[src/rtl/flash_cmd_pkg.sv]
package flash_cmd_pkg;
  localparam int CMD_W = 8;
  localparam logic [CMD_W-1:0] CMD_READ  = 8'h00;
  localparam logic [CMD_W-1:0] CMD_IDENT = 8'h90;
  localparam logic [CMD_W-1:0] CMD_ERASE = 8'h20;
  localparam logic [CMD_W-1:0] CMD_AUTO  = 8'h30;
  localparam logic [CMD_W-1:0] CMD_PROG  = 8'h40;
  localparam logic [CMD_W-1:0] CMD_PVER  = 8'hC0;
  localparam logic [CMD_W-1:0] CMD_EVER  = 8'hA0;
  localparam logic [CMD_W-1:0] CMD_RST   = 8'hFF;
  localparam logic [CMD_W-1:0] ID_MAKER  = 8'h07;
  localparam logic [CMD_W-1:0] ID_PART   = 8'h19;

  typedef enum logic [2:0] {M_READ, M_IDENT, M_PVER, M_EVER, M_STATUS} mode_t;
  typedef enum logic [2:0] {P_NONE, P_ERASE, P_AUTO, P_RST, P_PROG} pend_t;
  typedef enum logic [1:0] {OP_PROG, OP_ERASE, OP_AUTO, OP_RST} op_t;

  typedef struct packed {
    logic capAddr;
    logic capVAddr;
    logic loadOp;
  } dp_strobe_t;
endpackage

[src/rtl/flash_cmd_ctrl.sv]
module flash_cmd_ctrl
  import flash_cmd_pkg::*;
#(
  parameter int DATA_W = 8
) (
  input  logic              clk,
  input  logic              rstN,
  input  logic              vppHigh,
  input  logic              ceN,
  input  logic              weN,
  input  logic [DATA_W-1:0] dataIn,
  input  logic              opAck,
  input  logic              opBusy,
  output mode_t             mode,
  output dp_strobe_t        strobe,
  output logic              opReq,
  output op_t               opCode,
  output logic              statDone
);
  localparam int CW = (DATA_W < CMD_W) ? DATA_W : CMD_W;

  logic weQ, autoRun, issue, capV, blocked, accept;
  pend_t pend, nextPend;
  mode_t nextMode;
  op_t issueCode;
  logic [CW-1:0] cmd;

  wire wrFall = weQ && !weN && !ceN;
  wire wrRise = !weQ && weN && !ceN;

  assign cmd     = dataIn[CW-1:0];
  assign blocked = opBusy || opReq;
  assign accept  = wrRise && vppHigh && !blocked;

  always_comb begin
    nextMode  = mode;
    nextPend  = pend;
    issue     = 1'b0;
    issueCode = OP_PROG;
    capV      = 1'b0;
    if (!vppHigh) begin
      nextMode = M_READ;
      nextPend = P_NONE;
    end else if (accept) begin
      nextPend = P_NONE;
      case (pend)
        P_PROG: begin
          issue = 1'b1; issueCode = OP_PROG; capV = 1'b1; nextMode = M_READ;
        end
        P_ERASE: begin
          nextMode = M_READ;
          if (cmd == CMD_ERASE[CW-1:0]) begin issue = 1'b1; issueCode = OP_ERASE; end
        end
        P_AUTO: begin
          nextMode = M_READ;
          if (cmd == CMD_AUTO[CW-1:0]) begin
            issue = 1'b1; issueCode = OP_AUTO; nextMode = M_STATUS;
          end
        end
        P_RST: begin
          nextMode = M_READ;
          if (cmd == CMD_RST[CW-1:0]) begin issue = 1'b1; issueCode = OP_RST; end
        end
        default: begin
          case (cmd)
            CMD_IDENT[CW-1:0]: nextMode = M_IDENT;
            CMD_ERASE[CW-1:0]: nextPend = P_ERASE;
            CMD_AUTO[CW-1:0]:  nextPend = P_AUTO;
            CMD_RST[CW-1:0]:   nextPend = P_RST;
            CMD_PROG[CW-1:0]:  nextPend = P_PROG;
            CMD_PVER[CW-1:0]:  nextMode = M_PVER;
            CMD_EVER[CW-1:0]:  begin nextMode = M_EVER; capV = 1'b1; end
            default:           nextMode = M_READ;
          endcase
        end
      endcase
    end
  end

  assign strobe.capAddr  = wrFall;
  assign strobe.capVAddr = capV;
  assign strobe.loadOp   = issue;
  assign statDone        = !autoRun;

  always_ff @(posedge clk or negedge rstN) begin
    if (!rstN) begin
      weQ     <= 1'b1;
      mode    <= M_READ;
      pend    <= P_NONE;
      opReq   <= 1'b0;
      opCode  <= OP_PROG;
      autoRun <= 1'b0;
    end else begin
      weQ  <= weN;
      mode <= nextMode;
      pend <= nextPend;
      if (issue) begin
        opReq  <= 1'b1;
        opCode <= issueCode;
      end else if (opAck) begin
        opReq <= 1'b0;
      end
      if (issue && issueCode == OP_AUTO) autoRun <= 1'b1;
      else if (autoRun && !opReq && !opBusy) autoRun <= 1'b0;
    end
  end


  req_hold_chk: assert property (@(posedge clk) disable iff (!rstN)
    (opReq && !opAck) |=> (opReq && $stable(opCode)));

  busy_ignore_chk: assert property (@(posedge clk) disable iff (!rstN)
    (blocked && vppHigh) |=> ($stable(mode) && $stable(pend)));

  vpp_read_chk: assert property (@(posedge clk) disable iff (!rstN)
    !vppHigh |=> (mode == M_READ && pend == P_NONE));

  auto_status_chk: assert property (@(posedge clk) disable iff (!rstN)
    $rose(opReq) && opCode == OP_AUTO |-> (mode == M_STATUS && !statDone));
endmodule

[src/rtl/flash_cmd_dp.sv]
module flash_cmd_dp
  import flash_cmd_pkg::*;
#(
  parameter int ADDR_W = 17,
  parameter int DATA_W = 8
) (
  input  logic              clk,
  input  logic              rstN,
  input  dp_strobe_t        strobe,
  input  mode_t             mode,
  input  logic              statDone,
  input  logic              ceN,
  input  logic              oeN,
  input  logic              weN,
  input  logic [ADDR_W-1:0] addr,
  input  logic [DATA_W-1:0] dataIn,
  input  logic [DATA_W-1:0] arrayData,
  output logic [DATA_W-1:0] dataOut,
  output logic [DATA_W-1:0] dataOe,
  output logic [ADDR_W-1:0] rdAddr,
  output logic [ADDR_W-1:0] opAddr,
  output logic [DATA_W-1:0] opData
);
  localparam logic [DATA_W-1:0] TOP_BIT = DATA_W'(1) << (DATA_W-1);

  logic [ADDR_W-1:0] wrAddr, vAddr;
  logic outEn;

  assign outEn  = !ceN && !oeN && weN;
  assign rdAddr = (mode == M_PVER || mode == M_EVER) ? vAddr : addr;

  always_comb begin
    case (mode)
      M_IDENT:  dataOut = addr[0] ? DATA_W'(ID_PART) : DATA_W'(ID_MAKER);
      M_STATUS: dataOut = statDone ? TOP_BIT : '0;
      default:  dataOut = arrayData;
    endcase
    if (!outEn) dataOe = '0;
    else if (mode == M_STATUS) dataOe = TOP_BIT;
    else dataOe = '1;
  end

  always_ff @(posedge clk or negedge rstN) begin
    if (!rstN) begin
      wrAddr <= '0;
      vAddr  <= '0;
      opAddr <= '0;
      opData <= '0;
    end else begin
      if (strobe.capAddr)  wrAddr <= addr;
      if (strobe.capVAddr) vAddr  <= wrAddr;
      if (strobe.loadOp) begin
        opAddr <= wrAddr;
        opData <= dataIn;
      end
    end
  end


  oe_gate_chk: assert property (@(posedge clk) disable iff (!rstN)
    (ceN || oeN || !weN) |-> (dataOe == '0));

  ident_code_chk: assert property (@(posedge clk) disable iff (!rstN)
    (mode == M_IDENT) |-> (dataOut == (addr[0] ? DATA_W'(ID_PART) : DATA_W'(ID_MAKER))));

  status_float_chk: assert property (@(posedge clk) disable iff (!rstN)
    (mode == M_STATUS && outEn) |-> (dataOe == TOP_BIT && (dataOut & ~TOP_BIT) == '0));
endmodule

[src/rtl/flash_cmd_ctrl_top.sv]
module flash_cmd_ctrl_top
  import flash_cmd_pkg::*;
#(
  parameter int ADDR_W = 17,
  parameter int DATA_W = 8
) (
  input  logic              clk,
  input  logic              rstN,
  input  logic              vppHigh,
  input  logic              ceN,
  input  logic              oeN,
  input  logic              weN,
  input  logic [ADDR_W-1:0] addr,
  input  logic [DATA_W-1:0] dataIn,
  output logic [DATA_W-1:0] dataOut,
  output logic [DATA_W-1:0] dataOe,
  output logic [ADDR_W-1:0] rdAddr,
  input  logic [DATA_W-1:0] arrayData,
  output logic              opReq,
  output logic [1:0]        opCode,
  output logic [ADDR_W-1:0] opAddr,
  output logic [DATA_W-1:0] opData,
  input  logic              opAck,
  input  logic              opBusy
);
  mode_t      mode;
  dp_strobe_t strobe;
  op_t        opKind;
  logic       statDone;

  assign opCode = opKind;

  flash_cmd_ctrl #(.DATA_W(DATA_W)) i_ctrl (
    .clk(clk), .rstN(rstN), .vppHigh(vppHigh), .ceN(ceN), .weN(weN),
    .dataIn(dataIn), .opAck(opAck), .opBusy(opBusy), .mode(mode),
    .strobe(strobe), .opReq(opReq), .opCode(opKind), .statDone(statDone)
  );

  flash_cmd_dp #(.ADDR_W(ADDR_W), .DATA_W(DATA_W)) i_dp (
    .clk(clk), .rstN(rstN), .strobe(strobe), .mode(mode), .statDone(statDone),
    .ceN(ceN), .oeN(oeN), .weN(weN), .addr(addr), .dataIn(dataIn),
    .arrayData(arrayData), .dataOut(dataOut), .dataOe(dataOe),
    .rdAddr(rdAddr), .opAddr(opAddr), .opData(opData)
  );
endmodule

[config.mk]
export PLATFORM = sky130hd
export DESIGN_NAME = flash_cmd_ctrl_top
export DESIGN_NICKNAME = d
export VERILOG_FILES = /design/src/rtl/flash_cmd_pkg.sv /design/src/rtl/flash_cmd_ctrl.sv /design/src/rtl/flash_cmd_dp.sv /design/src/rtl/flash_cmd_ctrl_top.sv
export SDC_FILE = /design/constraint.sdc
export NUM_CORES = 1
export LEC_CHECK = 0
export ABC_CLOCK_PERIOD_IN_PS = 2200
export CAP_MARGIN = 10
export CORE_AREA = 2 2 76 107
export DETAILED_ROUTE_END_ITERATION = 10
export DIE_AREA = 0 0 78 109
export PLACE_DENSITY = 0.78
export SYNTH_ARGS = -nofsm -noshare
export SYNTH_HDL_FRONTEND = slang
export SYNTH_SLANG_ARGS = --single-unit
[constraint.sdc]
create_clock -name clk -period 2.2 [get_ports clk]
set_input_delay 0.44 -clock clk [delete_from_list [all_inputs] [get_ports clk]]
set_output_delay 0.44 -clock clk [all_outputs]
set_load 0.02 [all_outputs]
==> impl_metrics.yaml <==
setup_path:
  cp_slowest_cell: "clkdlybuf4s50_1"
  critical-path-top-delay-family: "buffers and inverters"
  cp_num_cells: 6
  startpoint_type: "input port"
  slowest_delay_ns: 0.43
  cp_max_fo: 6
  crit_type: "in2reg"
  cp.required_ns: 2.43
  crit_arrival_ns: 2.40
  path_cells: "clkdlybuf4s50_1, or3b_4, a2111oi_4, o311ai_4, clkbuf_16, mux2_4"
  rr_worst_depth: 5
  crit_buf_inv: 2
  end_kind: "register"
synthesis:
  yosys_warnings: 0
  synth_edf_count: 0
  synth.top_cell.area_share_pct: 49.3
  yosysMostFrequentCell: "dfrtp_1"
  async_flop_share_pct: 100
  synth_cells: 286
  synth_common_cells: "dfrtp_1 (69), mux2_2 (39), a32o_1 (17)"
  yosys_register_bits: 70
  ys_seq_area_share_pct: 50.1
  synth_flop_cell: "dfrtp_1"
  synth.distinct_cells: 50
  synth_area_leaders: "dfrtp_1 (49%), mux2_2 (13%), mux2_4 (5.1%)"
  syn-num-nets: 327
  syn_avg_cell_area_um2: 12.2
  synth.largest_area_cell: "dfrtp_1"
  netlist_area_um2: 3500
outcome:
  run_status: "completed"
cts:
  clockBufferDepth: 2
  cts.sinks: 70
  clkSlewWorstSetupHoldPaths_ns: 0.07
  ctsHtreeMaxLevel: 3
  cts-root-buf: "clkbuf_8"
  cts_buffers: 9
  cts_tree: "done"
  cts_hold_buf: 0
  worstSkewPairLatency_ns: 0.35
sta:
  max_slew_margin_pct: 67.4
  finalHoldViolCount: 0
  clock_skew_ns: 0.00830
  worstMarginPinSlew_ns: 0.485
  fmaxAchievable_ghz: 0.461
  finalSetupTns_ns: 0
  holdWs_ns: 0.0829
  slew_viol_final: 0
  setup_viol: 0
  fin_crit_sh_pct: 98.6
  worst_slack_ns: 0.0315
  fin_crit_ns: 2.17
cells_and_area:
  antenna_cells: 0
  area_delta_synth_final_pct: 50.6
  design_area_um2: 5270
  drive_gt1_share_pct: 37.3
  num-nets-final: 470
power:
  vdd_ir_drop_max_mv: 0.528
  powerDensity_nw_per_um2: 531
  p_total_w: 0.00280
  p_leak_nw: 2.42
floorplan:
  core_region_area_um2: 7610
  ios: 102
  dieWidth_um: 78
  rows: 38
  dieArea_um2: 8500
  die_h_um: 109
  start_util_pct: 46.0
place:
  port_buffers: 101
  hpwlAfterDp_mm: 6.37
  place_area_um2: 4950
  pre_cts_ws_ns: -0.453
  place.gp.congestion: 0.858
global_route:
  gr-usage-all-layers_pct: 21.9
  grt_max_degree: 71
  grt_pass1_wl_mm: 14.3
  antenna_found_initial: 0
  grt_pass1_vias: 2872
  overflow: 0
detailed_routing:
  drc_errors: 0
  via_per_inst: 5.52
  routed_wirelength_mm: 9.21
  ant_nets: 0
  drt_iter0_drc: 171
  dr.pass1.iters: 5
  vias: 2950
  wl_per_cell_um: 17.3
run:
  maxCapViolCount: 0
worst_hold_path:
  hold_path.class: "in2async"
-- cell usage in the layout, fill, tap and decap left out, drive strengths merged, types with 6 or more instances in the layout --
master	Yosys	layout
inv	12	13
a32o	17	17
dlygate4sd2	0	6
nor2	14	14
dfrtp	69	69
clkdlybuf4s15	0	16
clkdlybuf4s50	0	63
nand3	7	7
mux2	51	51
buf	13	61
a2bb2oi	8	8
clkbuf	12	17
nand2b	6	6
a22o	9	9
-- power by group --
part / switching (W) / internal [W]
combinational: 0.000162 / 0.000210
clock: 0.000496 / 0.000531
sequential: 0.0000507 / 0.00135
-- metal layers --
layer | share of wire, % | track usage [%] | routed length [um]
met4 | 2.7 | 10.2 | 251
met2 | 54 | 38.4 | 4960
met5 | 0 | 0 | 0
met1 | 38 | 25.9 | 3550
met3 | 5.0 | 4.39 | 458
-- through the flow --
step / std cells / util, %
floorplan: 286 / -
global placement: 511 / 65.0
detailed placement: 511 / 65.0
CTS: 532 / 68.3
global route: 534 / 69.3
finish: 534 / 69.3
-- sequential cells by signal (all words and copies together) (netlist names) --
signal	flops
i_ctrl.opCode	2
i_dp.opAddr	17
i_dp.vAddr	17
i_ctrl.autoRun	1
i_dp.wrAddr	17
i_ctrl.mode	3
i_ctrl.weQ	1
i_ctrl.opReq	1
i_dp.opData	8
i_ctrl.pend	3
-- kinds of logic (layout without fill, tap and decap cells) --
group                  count (synthesis)  count (layout)  share of synthesized area, %
flip-flops                            70              70                          50.1
AO/OA/AOI/OAI                         66              66                          16.7
AND/OR/NAND/NOR                       60              60                          9.79
multiplexers                          51              51                          17.7
buffers and inverters                 37             185                          5.29
XOR/XNOR                               2               2                         0.500
-- worst reg2reg max path: stages, from the launching register on --
cell and delay, ns:
dfrtp_1 0.39, or3b_4 0.41, a2111oi_4 0.42, o311ai_4 0.20, clkbuf_16 0.22, mux2_4 0.29
-- final cells by class --
type	instances	area (um2)
repair buffers	157	1500
flip-flops and latches	70	1750
fillers	559	2330
well taps	100	125
clock buffers	10	128
clock inverters	6	71.3
multi-input cells	179	1650
inverters	12	45.0
-- timing repair --
item,CTS,global route
cloned,1,1
setup buffers,4,1
pin swaps,1,4
gates resized for setup,62,42
endpoints found under the setup margin,58,46
-- final timing paths --
path	from	endpoint	slack, ns
max	dataIn[4]	i_dp.opAddr[0]	0.03
min	rstN	i_dp.opData[2]	0.08
max reg2reg	i_ctrl.pend[1]	i_dp.opAddr[0]	0.16
min reg2reg	i_dp.opAddr[4]	i_dp.opAddr[4]	0.51
max in group asynchronous	rstN	i_ctrl.weQ	1.75
min in group clk	dataIn[3]	i_dp.opData[3]	0.51
Power figures use the tool's default switching activity.
